[src/rtl/shift_agc.sv]
module shift_agc #(
  parameter int DW = 16,
  parameter int CW = 8,
  parameter int HW = 4
) (
  input  logic                clk,
  input  logic                rst_n,
  input  logic                in_valid,
  input  logic [DW-1:0]       in_i,
  input  logic [DW-1:0]       in_q,
  input  logic                frame_tick,
  input  logic                agc_en,
  input  logic [DW-1:0]       target,
  input  logic [2:0]          attack,
  input  logic [2:0]          decay,
  input  logic [HW-1:0]       holdoff,
  input  logic [3:0]          manual_gain,
  output logic                out_valid,
  output logic [DW-1:0]       out_i,
  output logic [DW-1:0]       out_q,
  output logic [DW+CW+4:0]    stat_word,
  output logic                sat_flag
);
  localparam int WW = DW + 8;
  localparam logic signed [WW-1:0] HI = {{(WW-DW+1){1'b0}}, {(DW-1){1'b1}}};
  localparam logic signed [WW-1:0] LO = {{(WW-DW+1){1'b1}}, {(DW-1){1'b0}}};

  function automatic logic [DW:0] scale(input logic [DW-1:0] x, input logic [3:0] g);
    logic signed [WW-1:0] w;
    logic [3:0] sh;
    w = {{(WW-DW){x[DW-1]}}, x};
    sh = 4'(-g);
    if (g[3]) w = w >>> sh;
    else      w = w <<< g[2:0];
    if (w > HI) return {1'b1, HI[DW-1:0]};
    if (w < LO) return {1'b1, LO[DW-1:0]};
    return {1'b0, w[DW-1:0]};
  endfunction

  function automatic logic [DW-1:0] mag(input logic [DW-1:0] x);
    return x[DW-1] ? DW'(-x) : x;
  endfunction

  logic [3:0]    gain;
  logic [HW-1:0] hold;
  logic [DW-1:0] pk_acc, pk_last;
  logic [CW-1:0] sat_acc, sat_last;

  logic [DW:0]   si, sq;
  logic [DW-1:0] mi, mq, smag, pk_nxt;
  logic [CW-1:0] sat_nxt;
  logic          clip, over, under;
  logic signed [5:0] gx, dn, up;
  logic [3:0]    dn_cl, up_cl, man_cl;

  assign si    = scale(in_i, gain);
  assign sq    = scale(in_q, gain);
  assign clip  = si[DW] | sq[DW];
  assign mi    = mag(si[DW-1:0]);
  assign mq    = mag(sq[DW-1:0]);
  assign smag  = (mi > mq) ? mi : mq;

  assign pk_nxt  = (in_valid && smag > pk_acc) ? smag : pk_acc;
  assign sat_nxt = (in_valid && clip && sat_acc != '1) ? sat_acc + 1'b1 : sat_acc;

  assign over  = (sat_nxt != '0) || (pk_nxt > target);
  assign under = pk_nxt < target;

  assign gx    = {{2{gain[3]}}, gain};
  assign dn    = gx - $signed({3'b000, attack});
  assign up    = gx + $signed({3'b000, decay});
  assign dn_cl = (dn < -6'sd7) ? 4'b1001 : dn[3:0];
  assign up_cl = (up >  6'sd7) ? 4'b0111 : up[3:0];
  assign man_cl = (manual_gain == 4'b1000) ? 4'b1001 : manual_gain;

  assign stat_word = {agc_en, gain, sat_last, pk_last};

  always_ff @(posedge clk) begin
    if (!rst_n) begin
      out_valid <= 1'b0;
      out_i     <= '0;
      out_q     <= '0;
      pk_acc    <= '0;
      pk_last   <= '0;
      sat_acc   <= '0;
      sat_last  <= '0;
      sat_flag  <= 1'b0;
      gain      <= '0;
      hold      <= '0;
    end else begin
      out_valid <= in_valid;
      out_i     <= si[DW-1:0];
      out_q     <= sq[DW-1:0];
      if (frame_tick) begin
        pk_last  <= pk_nxt;
        sat_last <= sat_nxt;
        sat_flag <= sat_nxt != '0;
        pk_acc   <= '0;
        sat_acc  <= '0;
      end else begin
        pk_acc  <= pk_nxt;
        sat_acc <= sat_nxt;
      end
      if (!agc_en) begin
        gain <= man_cl;
        hold <= '0;
      end else if (frame_tick) begin
        if (over) begin
          gain <= dn_cl;
          hold <= holdoff;
        end else if (under && hold == '0) begin
          gain <= up_cl;
        end else if (hold != '0) begin
          hold <= hold - 1'b1;
        end
      end
    end
  end
endmodule

[config.mk]
export PLATFORM = sky130hd
export DESIGN_NAME = shift_agc
export DESIGN_NICKNAME = d
export VERILOG_FILES = /design/src/rtl/shift_agc.sv
export SDC_FILE = /design/constraint.sdc
export NUM_CORES = 1
export LEC_CHECK = 0
export CAP_MARGIN = 20
export CORE_UTILIZATION = 39
export DETAILED_ROUTE_END_ITERATION = 12
export PLACE_DENSITY = 0.59
export SKIP_LAST_GASP = 1
export SLEW_MARGIN = 0
export SYNTH_ARGS = -nofsm -noshare
export SYNTH_HDL_FRONTEND = slang
export SYNTH_SLANG_ARGS = --single-unit
[constraint.sdc]
create_clock -name clk -period 28.4 [get_ports clk]
set_clock_uncertainty 0.15 [all_clocks]
set_input_delay 2.84 -clock clk [delete_from_list [all_inputs] [get_ports clk]]
set_output_delay 2.84 -clock clk [all_outputs]
set_load 0.02 [all_outputs]
==> flow_metrics.tcl <==
set metrics [dict create \
    core_um2 24500 \
    drc 0 \
    synthArstFlopShare 0 \
    vdd_ir_drop_max_mv 0.0289 \
    p_seq_frac 0.203 \
    hold_path_end "pk_last[8]$_SDFFE_PN0P_" \
    hold_start "pk_last[8]$_SDFFE_PN0P_" \
    portBuffers 129 \
    area_growth_pct 17.7 \
    setup_tns_ns 0 \
    cpLargestDelayFamily "compound AO/OA/AOI/OAI gates" \
    hold_path_class "flip-flop to flip-flop" \
    crit_required_ns 28.51 \
    num_vias 9913 \
    worstPathMaxFanout 17 \
    drt_pre_antenna_iters 5 \
    leakage_nw 4.57 \
    pre_cts_ws_ns 14.74 \
    drt-initial-drc-count 937 \
    slew_headroom 0.395 \
    hpwl_um 25700 \
    grt_max_degree 50 \
    die_h_um 161 \
    intPower_mw 0.398 \
    ys_seq_area_frac 0.183 \
    cp_slowest_stage_delay_ns 0.64 \
    numCtsBuffers 9 \
    clk_path_buf_depth 2 \
    crit_start "in_q[11]" \
    clockPowerShare 0.165 \
    p_sw_frac 0.472 \
    htreeDepth 3 \
    pwr-share-comb 0.632 \
    synth.most_common_cell "nor2_1" \
    met1_usage 0.370 \
    grt.met2_usage 0.392 \
    synth_ff_type "dfxtp_1" \
    final_max_slew_viol_count 0 \
    layout_min_cycle_time_ns 13.50 \
    powerDensity_nw_per_um2 64.9 \
    detail_route.wl_per_cell_um 20.7 \
    start_util 0.402 \
    synth_fp_nets 1346 \
    worstReg2RegStart "gain[1]$_SDFFE_PN0P_" \
    synth.avg_cell_area_um2 8.10 \
    path_clk_slew_ns 0.08 \
    postCtsResizedCells 0 \
    clk_latency_ns 0.36 \
    yosys_warnings 0 \
    ys_seq_elements 90 \
    wl_um 33600 \
    synthTopCellsByArea "dfxtp_1 (18%), mux4_2 (11%), ha_1 (7.6%)" \
    run_status "complete, no violations" \
    yosysTopAreaCellShare 0.183 \
    rrSetupSlack_ns 16.45 \
    antenna_found_initial 1 \
    grt_pass1_wl_um 52900 \
    synth_common_cells "nor2_1 (114), a21oi_1 (102), nand2_1 (99)" \
    viasPerCell 6.11 \
    switchingPower_mw 0.355 \
    synth_edf_count 0 \
    grt_pass1_vias 9209 \
    syn_area_um2 9860 \
    postRouteAntennaNets 0 \
    finalNetCount 1422 \
    busiest_layer "met2" \
    setup_viol 0 \
    grt_usage 0.258 \
    place.gp.congestion 0.967 \
    drive_gt1_frac 0.115 \
    path_buf_inv 3 \
    maxCapViolations 0 \
    cts_root_buf "clkbuf_16" \
    cts_sinks 90 \
    start_kind "input pin" \
    diodes 0 \
    cp_common_cell "a21oi_1" \
    ff2ff_path_depth 44 \
    crit_path_top_delay_cell "clkdlybuf4s50_1" \
    cp-end-kind "flip-flop" \
    ys_types 102 \
    postCtsSetupRepairBufs 0 \
    whs_path_depth 2 \
    gr-usage-met3 0.0395 \
    die-area_um2 25900 \
    tightest_slew_ns 0.903 \
    rsz0062_at_grt "no" \
    num_io_pins 130 \
    die_x_um 161 \
    syn_inst 1217 \
    fp-row-count 57 \
    hold_viol_final 0 \
    synth_top_area_cell "dfxtp_1" \
    worstSetupPathType "input pin to flip-flop" \
    worst_slack_ns 14.90 \
    hold_buffers 0 \
    p_total_mw 0.753 \
    finalCritPeriodShare 0.475 \
    grt_overflow_total 0 \
    r2r_end "gain[3]$_SDFFE_PN0P_" \
    tritoncts "built" \
    max_freq_mhz 74.1 \
    cp_data_arrival_time_ns 13.61 \
]
==> placed cells by master, fill, tap and decap left out, drive strengths merged, types with 10 or more instances in the layout <==
cell type | netlist | final
o21ai | 71 | 71
nand4 | 17 | 17
mux2i | 59 | 59
a211oi | 19 | 19
o21a | 11 | 11
mux4 | 46 | 46
and3 | 10 | 10
clkbuf | 46 | 10
nor2 | 116 | 116
a21o | 20 | 20
nand2 | 99 | 99
clkdlybuf4s50 | 0 | 129
buf | 36 | 18
a21oi | 103 | 103
inv | 75 | 79
and2 | 22 | 22
mux2 | 27 | 27
o22ai | 13 | 13
nand2b | 15 | 15
nor3 | 27 | 27
a211o | 10 | 10
nand3 | 38 | 38
a31oi | 12 | 12
ha | 60 | 60
xor2 | 13 | 13
dfxtp | 90 | 90
==> worst max-delay path by stage <==
stage	to	cells after the start	slack (ns)
6_report	gain[3]$_SDFFE_PN0P_	42	14.90
5_1_grt	hold[2]$_SDFFE_PN0P_	42	14.38
4_1_cts	hold[2]$_SDFFE_PN0P_	41	15.12
3_5_place_dp	hold[2]$_SDFFE_PN0P_	41	14.74
3_3_place_gp	hold[2]$_SDFFE_PN0P_	42	15.02
2_1_floorplan	hold[2]$_SDFFE_PN0P_	44	16.43
==> state kept, by name, indices dropped and copies added, names as in the netlist <==
register / flops
gain: 4
hold: 4
out_i: 16
out_q: 16
out_valid: 1
pk_acc: 16
pk_last: 16
sat_acc: 8
sat_flag: 1
sat_last: 8
==> routing by layer <==
| metal | up-vias | wire [um] |
|---|---|---|
| met5 | - | 0 |
| met3 | 69 | 2520 |
| met1 | 4683 | 15500 |
| met4 | 0 | 1010 |
| li1 | 4696 | - |
| met2 | 465 | 14600 |
==> worst register-to-register path: cells and delay by family, from the launching register on <==
family,cells,cell delay (ns)
compound gates,22,4.59
fa+ha+maj,5,2.12
buf+inv,4,1.16
flops,1,0.63
mux,3,1.19
simple gates,10,2.03
==> cell families (layout without fill, tap and decap cells) <==
kind of cell | count (synthesis) | count (layout) | share of synthesized area
AND/OR/NAND/NOR | 396 | 396 | 0.199
AO/OA/AOI/OAI | 355 | 355 | 0.248
buffers and inverters | 160 | 241 | 0.0720
multiplexers | 132 | 132 | 0.197
flip-flops | 90 | 90 | 0.183
adder cells (fa/ha/maj) | 62 | 62 | 0.0802
XOR/XNOR | 22 | 22 | 0.0211
==> power by group through the flow <==
stage               clock network, mW  logic [mW]  registers [mW]
floorplan                           0       0.323           0.164
global placement                    0       0.467           0.155
detailed placement                  0       0.467           0.155
CTS                             0.127       0.469           0.153
global route                    0.132       0.519           0.155
finish                          0.124       0.476           0.153
==> cell type report <==
cell class,count,area (um2)
fillers,2442,12900
multi-input cells,967,7370
flip-flops and latches,90,1810
repair buffers,147,1430
well taps,324,405
inverters,78,293
clock buffers,10,239
clock inverters,6,67.6
==> stage by stage <==
step	instance area [um2]	hold slack (ns)	utilization	instances
floorplan	9860	0.331	-	1217
global placement	11300	0.310	0.460	1605
detailed placement	11300	0.312	0.460	1605
CTS	11600	0.321	0.473	1621
global route	11600	0.330	0.473	1622
finish	11600	0.321	0.473	1622
(Power assumes the default switching activity.)
